### src/rtl/cohesion_pkg.sv
package cohesion_pkg;
  typedef enum logic [1:0] {
    CS_IDLE  = 2'd0,
    CS_TERM  = 2'd1,
    CS_KICK  = 2'd2,
    CS_FINAL = 2'd3
  } cs_state_e;

  function automatic int unsigned cs_max(input int unsigned a, input int unsigned b);
    return (a > b) ? a : b;
  endfunction
endpackage

### src/rtl/cs_reset_sync.sv
module cs_reset_sync (
  input  logic clk,
  input  logic rst_n,
  output logic rst_sync_n
);
  logic [1:0] sync_q;

  always_ff @(posedge clk or negedge rst_n) begin
    if (!rst_n) sync_q <= 2'b00;
    else        sync_q <= {sync_q[0], 1'b1};
  end

  assign rst_sync_n = sync_q[1];
endmodule

### src/rtl/cs_restoring_divider.sv
module cs_restoring_divider #(
  parameter int unsigned DVD_W = 39,
  parameter int unsigned DVS_W = 16
) (
  input  logic             clk,
  input  logic             rst_n,
  input  logic             start,
  input  logic [DVD_W-1:0] dividend,
  input  logic [DVS_W-1:0] divisor,
  output logic             busy,
  output logic             done,
  output logic [DVD_W-1:0] quotient
);
  localparam int unsigned STEP_W = $clog2(DVD_W + 1);

  logic [DVS_W-1:0]  rem_q, rem_d;
  logic [DVD_W-1:0]  quo_q, quo_d;
  logic [DVS_W-1:0]  dvs_q, dvs_d;
  logic [STEP_W-1:0] step_q, step_d;
  logic              busy_q, busy_d;
  logic              done_q, done_d;

  logic [DVS_W:0] rem_shift;
  logic [DVS_W:0] diff;
  logic           take;

  always_comb begin
    rem_shift = {rem_q, quo_q[DVD_W-1]};
    diff      = rem_shift - {1'b0, dvs_q};
    take      = ~diff[DVS_W];

    rem_d  = rem_q;
    quo_d  = quo_q;
    dvs_d  = dvs_q;
    step_d = step_q;
    busy_d = busy_q;
    done_d = 1'b0;

    if (start) begin
      rem_d  = '0;
      quo_d  = dividend;
      dvs_d  = divisor;
      step_d = STEP_W'(DVD_W);
      busy_d = 1'b1;
    end else if (busy_q) begin
      rem_d  = take ? diff[DVS_W-1:0] : rem_shift[DVS_W-1:0];
      quo_d  = {quo_q[DVD_W-2:0], take};
      step_d = step_q - 1'b1;
      if (step_q == STEP_W'(1)) begin
        busy_d = 1'b0;
        done_d = 1'b1;
      end
    end
  end

  always_ff @(posedge clk or negedge rst_n) begin
    if (!rst_n) begin
      rem_q  <= '0;
      quo_q  <= '0;
      dvs_q  <= '0;
      step_q <= '0;
      busy_q <= 1'b0;
      done_q <= 1'b0;
    end else begin
      rem_q  <= rem_d;
      quo_q  <= quo_d;
      dvs_q  <= dvs_d;
      step_q <= step_d;
      busy_q <= busy_d;
      done_q <= done_d;
    end
  end

  assign busy     = busy_q;
  assign done     = done_q;
  assign quotient = quo_q;

  AST_REM_BELOW_DIVISOR: assert property (@(posedge clk) disable iff (!rst_n)
    busy_q |-> (rem_q < dvs_q));
  AST_NO_START_WHILE_BUSY: assert property (@(posedge clk) disable iff (!rst_n)
    start |-> !busy_q);
endmodule

### src/rtl/cs_accumulator.sv
module cs_accumulator #(
  parameter int unsigned TERM_W = 28,
  parameter int unsigned ACC_W  = 39,
  parameter int unsigned CNT_W  = 11
) (
  input  logic              clk,
  input  logic              rst_n,
  input  logic              add_en,
  input  logic [TERM_W-1:0] term,
  input  logic              cnt_en,
  input  logic              clr,
  output logic [ACC_W-1:0]  acc,
  output logic [CNT_W-1:0]  cnt
);
  logic [ACC_W-1:0] acc_q, acc_d;
  logic [CNT_W-1:0] cnt_q, cnt_d;
  logic [ACC_W:0]   wide_sum;

  always_comb begin
    wide_sum = {1'b0, acc_q} + (ACC_W + 1)'(term);
    acc_d    = acc_q;
    cnt_d    = cnt_q;
    if (clr) begin
      acc_d = '0;
      cnt_d = '0;
    end else begin
      if (add_en) acc_d = wide_sum[ACC_W-1:0];
      if (cnt_en) cnt_d = cnt_q + 1'b1;
    end
  end

  always_ff @(posedge clk or negedge rst_n) begin
    if (!rst_n) begin
      acc_q <= '0;
      cnt_q <= '0;
    end else begin
      acc_q <= acc_d;
      cnt_q <= cnt_d;
    end
  end

  assign acc = acc_q;
  assign cnt = cnt_q;

  AST_NO_OVERFLOW: assert property (@(posedge clk) disable iff (!rst_n)
    add_en |-> !wide_sum[ACC_W]);
  AST_COUNT_NO_WRAP: assert property (@(posedge clk) disable iff (!rst_n)
    (cnt_en && !clr) |=> (cnt != '0));
endmodule

### src/rtl/cohesion_scorer.sv
module cohesion_scorer #(
  parameter int unsigned DIM_K = 4000,
  parameter int unsigned DOT_W = 16,
  parameter int unsigned MAG_W = 16,
  parameter int unsigned MAX_N = 1024,
  localparam int unsigned K_W    = $clog2(DIM_K + 1),
  localparam int unsigned PROD_W = DOT_W + K_W,
  localparam int unsigned CNT_W  = $clog2(MAX_N + 1),
  localparam int unsigned ACC_W  = PROD_W + CNT_W
) (
  input  logic             clk,
  input  logic             rst_n,
  input  logic             in_valid,
  output logic             in_ready,
  input  logic [DOT_W-1:0] in_dot,
  input  logic [MAG_W-1:0] in_mag,
  input  logic             in_last,
  output logic [ACC_W-1:0] out_score,
  output logic             out_done,
  output logic             err_zero_mag
);
  import cohesion_pkg::*;

  localparam int unsigned DVS_W = cs_max(MAG_W, CNT_W);
  localparam logic [PROD_W-1:0] K_VAL = PROD_W'(DIM_K);

  logic rst_sync_n;

  cs_reset_sync u_rst (
    .clk        (clk),
    .rst_n      (rst_n),
    .rst_sync_n (rst_sync_n)
  );

  cs_state_e        state_q, state_d;
  logic             last_q, last_d;
  logic             err_q, err_d;
  logic [ACC_W-1:0] score_q, score_d;
  logic             done_q, done_d;

  logic             accept;
  logic             mag_zero;
  logic [PROD_W-1:0] product;
  logic             div_start, div_busy, div_done;
  logic [ACC_W-1:0] div_dividend, div_quo;
  logic [DVS_W-1:0] div_divisor;
  logic             acc_add, acc_cnt, acc_clr;
  logic [ACC_W-1:0] acc_val;
  logic [CNT_W-1:0] cnt_val;

  assign in_ready = (state_q == CS_IDLE);
  assign accept   = in_valid && in_ready;
  assign mag_zero = (in_mag == '0);
  assign product  = PROD_W'(in_dot) * K_VAL;

  always_comb begin
    state_d      = state_q;
    last_d       = last_q;
    err_d        = err_q;
    score_d      = score_q;
    done_d       = 1'b0;
    div_start    = 1'b0;
    div_dividend = ACC_W'(product);
    div_divisor  = DVS_W'(in_mag);
    acc_add      = 1'b0;
    acc_cnt      = 1'b0;
    acc_clr      = 1'b0;

    case (state_q)
      CS_IDLE: begin
        if (accept) begin
          acc_cnt = 1'b1;
          last_d  = in_last;
          if (mag_zero) begin
            err_d = 1'b1;
            if (in_last) state_d = CS_KICK;
          end else begin
            div_start = 1'b1;
            state_d   = CS_TERM;
          end
        end
      end
      CS_TERM: begin
        if (div_done) begin
          acc_add = 1'b1;
          state_d = last_q ? CS_KICK : CS_IDLE;
        end
      end
      CS_KICK: begin
        div_start    = 1'b1;
        div_dividend = acc_val;
        div_divisor  = DVS_W'(cnt_val);
        state_d      = CS_FINAL;
      end
      CS_FINAL: begin
        if (div_done) begin
          score_d = div_quo;
          done_d  = 1'b1;
          acc_clr = 1'b1;
          state_d = CS_IDLE;
        end
      end
      default: state_d = CS_IDLE;
    endcase
  end

  always_ff @(posedge clk or negedge rst_sync_n) begin
    if (!rst_sync_n) begin
      state_q <= CS_IDLE;
      last_q  <= 1'b0;
      err_q   <= 1'b0;
      score_q <= '0;
      done_q  <= 1'b0;
    end else begin
      state_q <= state_d;
      last_q  <= last_d;
      err_q   <= err_d;
      score_q <= score_d;
      done_q  <= done_d;
    end
  end

  cs_restoring_divider #(
    .DVD_W (ACC_W),
    .DVS_W (DVS_W)
  ) u_div (
    .clk      (clk),
    .rst_n    (rst_sync_n),
    .start    (div_start),
    .dividend (div_dividend),
    .divisor  (div_divisor),
    .busy     (div_busy),
    .done     (div_done),
    .quotient (div_quo)
  );

  cs_accumulator #(
    .TERM_W (PROD_W),
    .ACC_W  (ACC_W),
    .CNT_W  (CNT_W)
  ) u_acc (
    .clk    (clk),
    .rst_n  (rst_sync_n),
    .add_en (acc_add),
    .term   (div_quo[PROD_W-1:0]),
    .cnt_en (acc_cnt),
    .clr    (acc_clr),
    .acc    (acc_val),
    .cnt    (cnt_val)
  );

  assign out_score    = score_q;
  assign out_done     = done_q;
  assign err_zero_mag = err_q;

  AST_READY_NOT_DIVIDING: assert property (@(posedge clk) disable iff (!rst_sync_n)
    in_ready |-> !div_busy);
  AST_DONE_SINGLE: assert property (@(posedge clk) disable iff (!rst_sync_n)
    out_done |=> !out_done);
  AST_SCORE_HOLDS: assert property (@(posedge clk) disable iff (!rst_sync_n)
    !out_done |-> $stable(out_score));
  AST_ZERO_MAG_FLAGS: assert property (@(posedge clk) disable iff (!rst_sync_n)
    (in_valid && in_ready && in_mag == '0) |=> err_zero_mag);
  AST_ERR_STICKY: assert property (@(posedge clk) disable iff (!rst_sync_n)
    err_zero_mag |=> err_zero_mag);
  AST_CLEARED_AFTER_DONE: assert property (@(posedge clk) disable iff (!rst_sync_n)
    out_done |-> (acc_val == '0 && cnt_val == '0));
  AST_FINAL_NONZERO_COUNT: assert property (@(posedge clk) disable iff (!rst_sync_n)
    (state_q == CS_KICK) |-> (cnt_val != '0));
endmodule

### config.mk
export PLATFORM = sky130hd
export DESIGN_NAME = cohesion_scorer
export DESIGN_NICKNAME = d
export VERILOG_FILES = /design/src/rtl/cohesion_pkg.sv /design/src/rtl/cs_reset_sync.sv /design/src/rtl/cs_restoring_divider.sv /design/src/rtl/cs_accumulator.sv /design/src/rtl/cohesion_scorer.sv
export SDC_FILE = /design/constraint.sdc
export NUM_CORES = 1
export LEC_CHECK = 0
export ABC_AREA = 1
export BUFFER_PORTS_ARGS = -buffer_cell sky130_fd_sc_hd__buf_4
export CORE_MARGIN = 2
export CORE_UTILIZATION = 67
export CTS_BUF_LIST = sky130_fd_sc_hd__clkbuf_8
export DETAILED_ROUTE_END_ITERATION = 8
export GPL_TIMING_DRIVEN = 1
export PLACE_DENSITY = 0.93
export SLEW_MARGIN = 20
export SYNTH_ARGS = -nofsm -noshare
export SYNTH_HDL_FRONTEND = slang
export SYNTH_SLANG_ARGS = --single-unit
### constraint.sdc
create_clock -name clk -period 16.6 [get_ports clk]
set_input_delay 0.83 -clock clk [delete_from_list [all_inputs] [get_ports clk]]
set_output_delay 0.83 -clock clk [all_outputs]
set_load 0.005 [all_outputs]
==> run metrics <==
Setup Fix Bufs, Post-CTS=0; GPL Wtd Cong=about 0.99; Net count, final=2127; fmax=233.3 MHz; area delta synth->final=8.278%; vias in the first global route=12708; Die ar.=0.02174 mm2; Synth Area per Inst=between 7 and 8 um2; Layout Skew=31.41 ps; CTS H-tree depth=4; Rows=52; io pins=78; Hold WS=roughly 67 ps; setup TNS=0 ps; DR WL/cell=15.94 um; Slew Limit Headroom=35.83%; Gate Count Post-Synth=1877; Yosys reg bits=175; Clock Tree Buf Depth=2; CTS buffer count=17; core area=0.02023 mm2; Detailed Place HPWL=26430 um; placed inst area=0.01450 mm2; fraction of layout cells with a size suffix above 1=9.343%; worst slew pin tran=962.6 ps; Max Slew Vio Count=0; grt ovf=0; Starting DRT DRC Count=1113; largest net degree at the start of global routing=77; overall power=2.559 mW; most common cell after layout, fill and taps aside=nand2_1; CTS tree=done; Detailed Routing Iterations Pass 1=8; Worst Path Required=around 17000 ps; worst skew pair latency=510 ps; critical path arrival=4670 ps; startpoint types=primary input; Top FF cell, synth=dfrtp_1; ANT cells=0; peak supply drop=between 80 and 90 uV; final WL=35360 um; critical path fanouts, max=4; ANT nets after route=0; Mapped Nets=2069; HP Class=primary input to asynchronous set/reset pin; Crit. End Element=flip-flop; status=completed; CTS Root Cell=clkbuf_8; max cap viols=0; Finish-stage setup viols=0; initial core utilization=68.12%; Die Span X=147.4 um; Final Hold Fails=0; Seq/Total Area, Yosys=31.77%; cell area after layout=0.01493 mm2; final std cells w/o fill=between 2000 and 2500; first-pass GRT wire length=59750 um; gr usage total=33.99%; Clock transition at path regs=120 ps; share of flip-flops with an asynchronous set or reset=100.0%; Cells after DPL=~2200; vias per std cell=between 5 and 6; Final Cycle Share=25.82%; RSZ-0062 raised after global routing=no; residual DRC count=0; pwr dens=171.4 mW/mm2; commonest cells after routing, fill and taps aside=nand2_1 (582), inv_1 (300), dfrtp_1 (174), nor2_1 (136), a21oi_1 (102); EDFF count, synth=0; Cell Area, Synth=0.01378 mm2; synth warn=0; Leak Pwr=approximately 8.2 nW; Worst Setup Path Type=primary input to flip-flop; port buffer count=between 70 and 80; Tmin final=between 4000 and 5000 ps; antenna violations before repair=0; Resized cells post-CTS=0; chip height=147.4 um; synth unique cells=54; via count of the routed design=~13000; Sink Count=175; cts hold-fix bufs=0
## sequential cells by signal, summed over array words and instances (netlist names)
name	flops
u_acc.acc	39
last_q	1
u_div.rem_q	16
u_div.step_q	6
u_div.done	1
u_div.busy	1
u_div.quotient	39
u_acc.cnt	11
state_q	2
err_zero_mag	1
u_rst.sync_q	2
out_done	1
out_score	39
u_div.dvs_q	16
## final cells by class
type	count	area, um2
fillers	1562	5309
clock buffers	17	234.0
flip-flops and latches	175	4383
clock inverters	15	187.7
well taps	270	337.8
repair buffers	85	638.1
inverters	306	1149
multi-input cells	1350	7996
## final timing paths
| kind | from | endpoint | slack, ps | cells past startpoint |
|---|---|---|---|---|
| min in group clk | u_rst.sync_q[0]$_DFF_PN0_ | u_rst.sync_q[1]$_DFF_PN0_ | 370 | 0 |
| max reg2reg | state_q[1]$_DFFE_PN0P_ | u_div.quotient[12]$_DFFE_PN0P_ | 13840 | 8 |
| max | in_dot[5] | u_div.quotient[17]$_DFFE_PN0P_ | 12310 | 17 |
| max in group asynchronous | u_rst.sync_q[1]$_DFF_PN0_ | u_div.quotient[11]$_DFFE_PN0P_ | 14970 | 1 |
| min reg2reg | u_rst.sync_q[1]$_DFF_PN0_ | out_score[38]$_DFFE_PN0P_ | 280 | 0 |
| min | rst_n | u_rst.sync_q[1]$_DFF_PN0_ | 70 | 1 |
## metrics by stage
stage               util, %  worst slack [ps]
floorplan                 -             11360
global placement      71.68             11890
detailed placement    71.68             11830
CTS                   73.76             12330
global route          73.76             12030
finish                73.76             12310
## cell usage after synthesis (6+ instances only)
master	number	area (um2)
inv_1	300	1126
nand2_1	582	2185
xor2_1	9	78.83
xnor2_1	9	78.83
nand2_2	18	112.6
fa_1	56	1121
inv_2	6	22.52
nand2_4	7	78.83
o211ai_1	9	67.56
ha_1	100	1251
nor3_1	18	90.09
nand3_2	10	100.1
nand4_1	17	106.4
dfrtp_1	175	4379
nor2_1	137	514.2
a21oi_1	102	510.5
a22oi_1	8	60.06
buf_2	17	85.08
o21ai_0	70	350.3
o22ai_1	25	156.4
o21ai_1	14	70.07
buf_4	8	60.06
nand3b_1	31	232.7
clkbuf_1	16	60.06
nand3_1	82	410.4
## cell families (layout without fill, tap and decap cells)
kind of cell               Yosys count  after routing  share of synthesized area (%)
AOI/OAI and AO/OA                  250            250                          10.28
xor gates and xnor gates            18             18                          1.144
adders and majority gates          156            156                          17.21
buffers and inverters              352            423                          10.24
DFF                                175            175                          31.77
other                                1              1                        0.02720
and+or+nand+nor                    925            925                          29.34
## worst max-delay path: stages
cell and delay, ps:
buf_4 120, inv_1 210, fa_1 490, fa_1 500, fa_1 510, fa_1 520, inv_1 40, ha_1 360
nand2_1 130, inv_1 50, a21oi_1 240, nand3_1 130, or2_2 280, nand3_1 70, nand3_1 80, nand2_1 60
nand2_1 50
## power by group
part	switching, mW	internal (mW)
combinational	1.03	0.582
sequential	0.0937	0.536
clock	0.191	0.128
## routing by layer
metal / wire [um] / global-route usage, %
met1: 13600 / 41.65
met2: 17680 / 59.91
met3: 2674 / 5.278
met4: 1407 / 14.66
met5: 0 / 0
Power figures use the tool's default switching activity.
